## config.mk

```make
export PLATFORM = sky130hd
export DESIGN_NAME = hazard_ctl
export DESIGN_NICKNAME = d
export VERILOG_FILES = /design/src/rtl/hazard_pkg.sv /design/src/rtl/hazard_src_fwd.sv /design/src/rtl/hazard_load_use.sv /design/src/rtl/hazard_ctl.sv
export SDC_FILE = /design/constraint.sdc
export NUM_CORES = 1
export LEC_CHECK = 0
export BUFFER_PORTS_ARGS = -buffer_cell sky130_fd_sc_hd__buf_4
export CORE_AREA = 2 2 39 41
export DETAILED_ROUTE_END_ITERATION = 10
export DIE_AREA = 0 0 41 43
export GPL_TIMING_DRIVEN = 1
export PLACE_DENSITY_LB_ADDON = 0.08
export SYNTH_ARGS = -nofsm -noshare
export SYNTH_HDL_FRONTEND = slang
export SYNTH_SLANG_ARGS = --single-unit
```

## constraint.sdc

```tcl
create_clock -name clk -period 3.8 [get_ports clk]
set_input_delay 0.57 -clock clk [delete_from_list [all_inputs] [get_ports clk]]
set_output_delay 0.57 -clock clk [all_outputs]
set_load 0.005 [all_outputs]
```

## src/rtl/hazard_pkg.sv

```systemverilog
package hazard_pkg;
  typedef enum logic [1:0] {
    SEL_RF  = 2'b00,
    SEL_WB  = 2'b01,
    SEL_ALU = 2'b10
  } opnd_sel_e;
endpackage

```

## src/rtl/hazard_src_fwd.sv

```systemverilog
module hazard_src_fwd
  import hazard_pkg::*;
#(
  parameter int REG_W = 5
) (
  input  logic [REG_W-1:0] src,
  input  logic [REG_W-1:0] near_rd,
  input  logic             near_wen,
  input  logic             near_load,
  input  logic [REG_W-1:0] far_rd,
  input  logic             far_wen,
  output opnd_sel_e        sel_nxt
);
  localparam logic [REG_W-1:0] ZERO_REG = '0;

  logic near_hit;
  logic far_hit;

  // Producer one slot ahead will sit in EX/MEM; only ALU results qualify.
  assign near_hit = near_wen && !near_load && (near_rd != ZERO_REG) && (near_rd == src);
  // Producer two slots ahead will sit in MEM/WB; loads qualify there.
  assign far_hit  = far_wen && (far_rd != ZERO_REG) && (far_rd == src);

  always_comb begin
    if (near_hit)     sel_nxt = SEL_ALU;
    else if (far_hit) sel_nxt = SEL_WB;
    else              sel_nxt = SEL_RF;
  end
endmodule

```

## src/rtl/hazard_load_use.sv

```systemverilog
module hazard_load_use #(
  parameter int REG_W = 5,
  parameter int NSRC  = 2
) (
  input  logic [NSRC-1:0][REG_W-1:0] srcs,
  input  logic [REG_W-1:0]           ld_rd,
  input  logic                       ld_wen,
  input  logic                       ld_is_load,
  output logic                       hold
);
  localparam logic [REG_W-1:0] ZERO_REG = '0;

  logic [NSRC-1:0] hit;

  for (genvar i = 0; i < NSRC; i++) begin : g_cmp
    assign hit[i] = (srcs[i] == ld_rd);
  end

  assign hold = ld_is_load && ld_wen && (ld_rd != ZERO_REG) && (|hit);
endmodule

```

## src/rtl/hazard_ctl.sv

```systemverilog
module hazard_ctl
  import hazard_pkg::*;
#(
  parameter int REG_W = 5
) (
  input  logic             clk,
  input  logic             rst,
  input  logic [REG_W-1:0] id_rs1,
  input  logic [REG_W-1:0] id_rs2,
  input  logic [REG_W-1:0] ex_rd,
  input  logic             ex_wen,
  input  logic             ex_load,
  input  logic [REG_W-1:0] mem_rd,
  input  logic             mem_wen,
  input  logic             br_taken,
  output logic [1:0]       fwd_a,
  output logic [1:0]       fwd_b,
  output logic             stall,
  output logic             flush
);
  localparam int NSRC = 2;

  logic [NSRC-1:0][REG_W-1:0] srcs;
  opnd_sel_e                  sel_nxt [NSRC];
  opnd_sel_e                  sel_q   [NSRC];
  logic                       hold_raw;
  logic                       bubble;

  assign srcs[0] = id_rs1;
  assign srcs[1] = id_rs2;

  hazard_load_use #(.REG_W(REG_W), .NSRC(NSRC)) u_load_use (
    .srcs       (srcs),
    .ld_rd      (ex_rd),
    .ld_wen     (ex_wen),
    .ld_is_load (ex_load),
    .hold       (hold_raw)
  );

  assign flush  = br_taken;
  assign stall  = hold_raw && !br_taken;
  // A bubble or no-op enters EX at the next edge.
  assign bubble = stall || flush;

  for (genvar i = 0; i < NSRC; i++) begin : g_src
    hazard_src_fwd #(.REG_W(REG_W)) u_fwd (
      .src       (srcs[i]),
      .near_rd   (ex_rd),
      .near_wen  (ex_wen),
      .near_load (ex_load),
      .far_rd    (mem_rd),
      .far_wen   (mem_wen),
      .sel_nxt   (sel_nxt[i])
    );

    always_ff @(posedge clk) begin
      if (rst)         sel_q[i] <= SEL_RF;
      else if (bubble) sel_q[i] <= SEL_RF;
      else             sel_q[i] <= sel_nxt[i];
    end
  end

  assign fwd_a = sel_q[0];
  assign fwd_b = sel_q[1];
endmodule

```

==> run summary <==
- 0 — Antenna Violating Nets Remaining
- false — RSZ-0062 raised after global routing
- sel_q (4) — Top Registers
- 0.162 — overall track demand over capacity in global routing
- XOR/XNOR gates — combinational family with the most area after synthesis
- 96 — Inst Count DP
- 0.264 — sequential-to-total area share from yosys stat
- 4.86 — Avg Vias per Cell
- 31 — Port Buf Inserts
- 7 — pin count of the biggest net entering global routing
- 2 — CTS max path bufs
- 47 — gate count after technology mapping
- 43 um — vertical die dimension
- 9.69 um2 — synthesized area per cell
- 0 — Congestion Overflow GR
- 221 nW/um2 — Power Density
- 455 um2 — Syn Std Cell Area
- 0 — Maximum Capacitance Violations
- ex_rd[1] — beginning of the critical path
- 142 — Filler cells
- 0.45 ns — Largest stage delay, worst path
- 0.121 — Compound-Gate Fraction of Synth Area
- 0 — setup-violating endpoint count in the final report
- 11.3 um — detailed-route wire length per cell
- 14 — Core Rows
- 17 — post-synth cell types
- 0.417 GHz — maximum frequency from static timing analysis
- 99 — Final Instance Count excl. Fillers
- 1 — maximum level of the CTS H-tree
- 2 — Cells on Worst Hold Path
- completed — status
- 1380 um2 — Placeable Area
- 0.385 — xor and xnor area share after synthesis
- 0 — final routed DRC violation total
- stall — CP Capture Point
- 0 — Ant. Diodes
- 61.3% — Syn-to-layout area delta
- 0 — count of instances resized after the clock tree is built
- 1890 um — first-pass GRT wire length
- primary output — crit end category
- 0 — count of buffers added by post-CTS timing repair for setup
- 0.0000932 V — Peak VDD IR
- sky130_fd_sc_hd__a2111oi_0 — slowest library cell on the worst path
- 500 — via count of the first global-routing pass
- 1120 um — Total Routed Length
- 2.40 ns — crit path time final
- 0 ns — setup_tns
- 1.45 ns — worst setup slack before clock tree synthesis
- 0 — post-synthesis adder-cell area fraction
- 0 — endpoints failing hold
- 4 — Detailed Routing Iterations Pass 1
- 4 — Sink Count
- 9 — number of DRC markers in iteration 0
- sky130_fd_sc_hd__buf_4 — most used cell along the critical path
- built — TritonCTS clock tree
- 3.23 ns — endpoint required time on the critical path
- 0.482 — ratio of cells with drive above 1 in the final layout
- 0.742 — GP Congestion
- 3 — total clock buffers created by CTS
- 1.40 ns — min setup slack post-route
- 481 — count of vias placed by the detailed router
- 120 um2 — area occupied by registers
- 0.631 — final period utilization
- 0.309 nW — LEAKAGE
- 163 uW — Power Total
- 335 um2 — combined area of the multi-input logic cells
- 0 — Synth warnings
- 4 — count of state elements after synthesis
- 41 um — die width
- input port — startpoint type of the worst setup path
- 0 — mux share of post-synthesis cell area
- buf_4 -> xor2_1 -> nor3_1 -> nand3_1 -> a2111oi_0 -> buf_4 — critical path cell sequence
- 0.198 — simple-gate portion of the synthesized area
- 32 — IO Count
- 0 — CTS Hold Buffers Added
- sel_q — Reg with most FFs
- 0.329 — starting utilization of the core area
- 1.83 ns — arrival time reported for the critical path endpoint
- 0.03 ns — clock slew at reported path FFs
- 1760 um2 — die area
- sky130_fd_sc_hd__clkbuf_4 — root buffer cell
- input port to register — worst hold-check path type
- 1010 um — detailed placement HPWL
- 4 — largest driver fanout on the critical path
- 111 — post-layout net count
- 4 — flip-flop count of the largest register after layout
- 0 — number of max-slew violations in the final report
- input port to primary output — critical path class
- 0 — initial antenna violation count
==> metal layers <==
layer | up-vias | track usage | wire [um] | share of wire
met5 | - | 0 | 0 | 0
met4 | 0 | 0.133 | 10 | 0.0089
met3 | 2 | 0.0209 | 109 | 0.097
met2 | 26 | 0.263 | 560 | 0.50
met1 | 208 | 0.171 | 442 | 0.39
li1 | 245 | - | - | -
==> where the power goes <==
part | total [mW] | internal [mW] | leakage (nW) | switching, mW
Clock | 0.0506 | 0.0352 | 0.0138 | 0.0154
Sequential | 0.0516 | 0.0511 | 0.0380 | 0.000523
Combinational | 0.0603 | 0.0350 | 0.257 | 0.0253
Total | 0.163 | 0.121 | 0.309 | 0.0413
==> synthesized netlist by cell type <==
library cell                 n  area, um2
sky130_fd_sc_hd__a2111oi_0   1       8.76
sky130_fd_sc_hd__buf_4       1       7.51
sky130_fd_sc_hd__conb_1      1       3.75
sky130_fd_sc_hd__edfxtp_1    4        120
sky130_fd_sc_hd__inv_1       1       3.75
sky130_fd_sc_hd__nand3_1     4       20.0
sky130_fd_sc_hd__nor2_1      1       3.75
sky130_fd_sc_hd__nor3_1      2       10.0
sky130_fd_sc_hd__nor4_1      4       25.0
sky130_fd_sc_hd__o211ai_1    1       7.51
sky130_fd_sc_hd__o21ai_4     1       16.3
sky130_fd_sc_hd__o221a_2     2       22.5
sky130_fd_sc_hd__or2_2       2       12.5
sky130_fd_sc_hd__or4_1       1       7.51
sky130_fd_sc_hd__or4_4       1       11.3
sky130_fd_sc_hd__xnor2_1    10       87.6
sky130_fd_sc_hd__xor2_1     10       87.6
==> kinds of logic after synthesis <==
| kind of cell | Yosys count |
|---|---|
| flops | 4 |
| xor+xnor | 20 |
| compound gates | 5 |
| other cells | 1 |
| simple gates | 15 |
| buf+inv | 2 |
==> worst min path at each step <==
stage               startpoint                   endpoint  slack [ns]
floorplan              ex_load  sel_q[0][1]$_SDFFCE_PN0P_        0.77
global placement       ex_load  sel_q[0][1]$_SDFFCE_PN0P_        0.88
detailed placement     ex_load  sel_q[0][1]$_SDFFCE_PN0P_        0.87
CTS                    ex_load  sel_q[0][1]$_SDFFCE_PN0P_        0.63
global route           ex_load  sel_q[0][1]$_SDFFCE_PN0P_        0.64
finish                 ex_load  sel_q[0][1]$_SDFFCE_PN0P_        0.64
==> critical path, delay by kind of cell <==
| family | cells | cell delay, ns |
|---|---|---|
| AOI/OAI and AO/OA | 1 | 0.45 |
| xor gates and xnor gates | 1 | 0.15 |
| and+or+nand+nor | 2 | 0.34 |
| buffers and inverters | 2 | 0.32 |
==> layout make-up <==
cell class,count,area share
well taps,16,0.0273
repair buffers,31,0.317
inverters,1,0.00511
multi-input cells,44,0.457
clock buffers,3,0.0307
flip-flops and latches,4,0.164
==> placed cells by master, fill, tap and decap left out <==
cell / instances
sky130_fd_sc_hd__a2111oi_0: 1
sky130_fd_sc_hd__buf_4: 31
sky130_fd_sc_hd__clkbuf_4: 3
sky130_fd_sc_hd__conb_1: 4
sky130_fd_sc_hd__edfxtp_1: 4
sky130_fd_sc_hd__inv_1: 1
sky130_fd_sc_hd__nand3_1: 4
sky130_fd_sc_hd__nor2_1: 1
sky130_fd_sc_hd__nor3_1: 2
sky130_fd_sc_hd__nor4_1: 4
sky130_fd_sc_hd__o211ai_1: 1
sky130_fd_sc_hd__o21ai_4: 1
sky130_fd_sc_hd__o221a_2: 2
sky130_fd_sc_hd__or2_2: 2
sky130_fd_sc_hd__or4_1: 1
sky130_fd_sc_hd__or4_4: 1
sky130_fd_sc_hd__xnor2_1: 10
sky130_fd_sc_hd__xor2_1: 10
==> stage by stage <==
stage          utilization  cell area, um2  hold slack (ns)
2_1_floorplan            -             467            0.765
5_1_grt              0.531             734            0.644
4_1_cts              0.531             734            0.628
6_report             0.531             734            0.636
3_3_place_gp         0.514             712            0.876
3_5_place_dp         0.514             712            0.874
(Power assumes the default switching activity.)
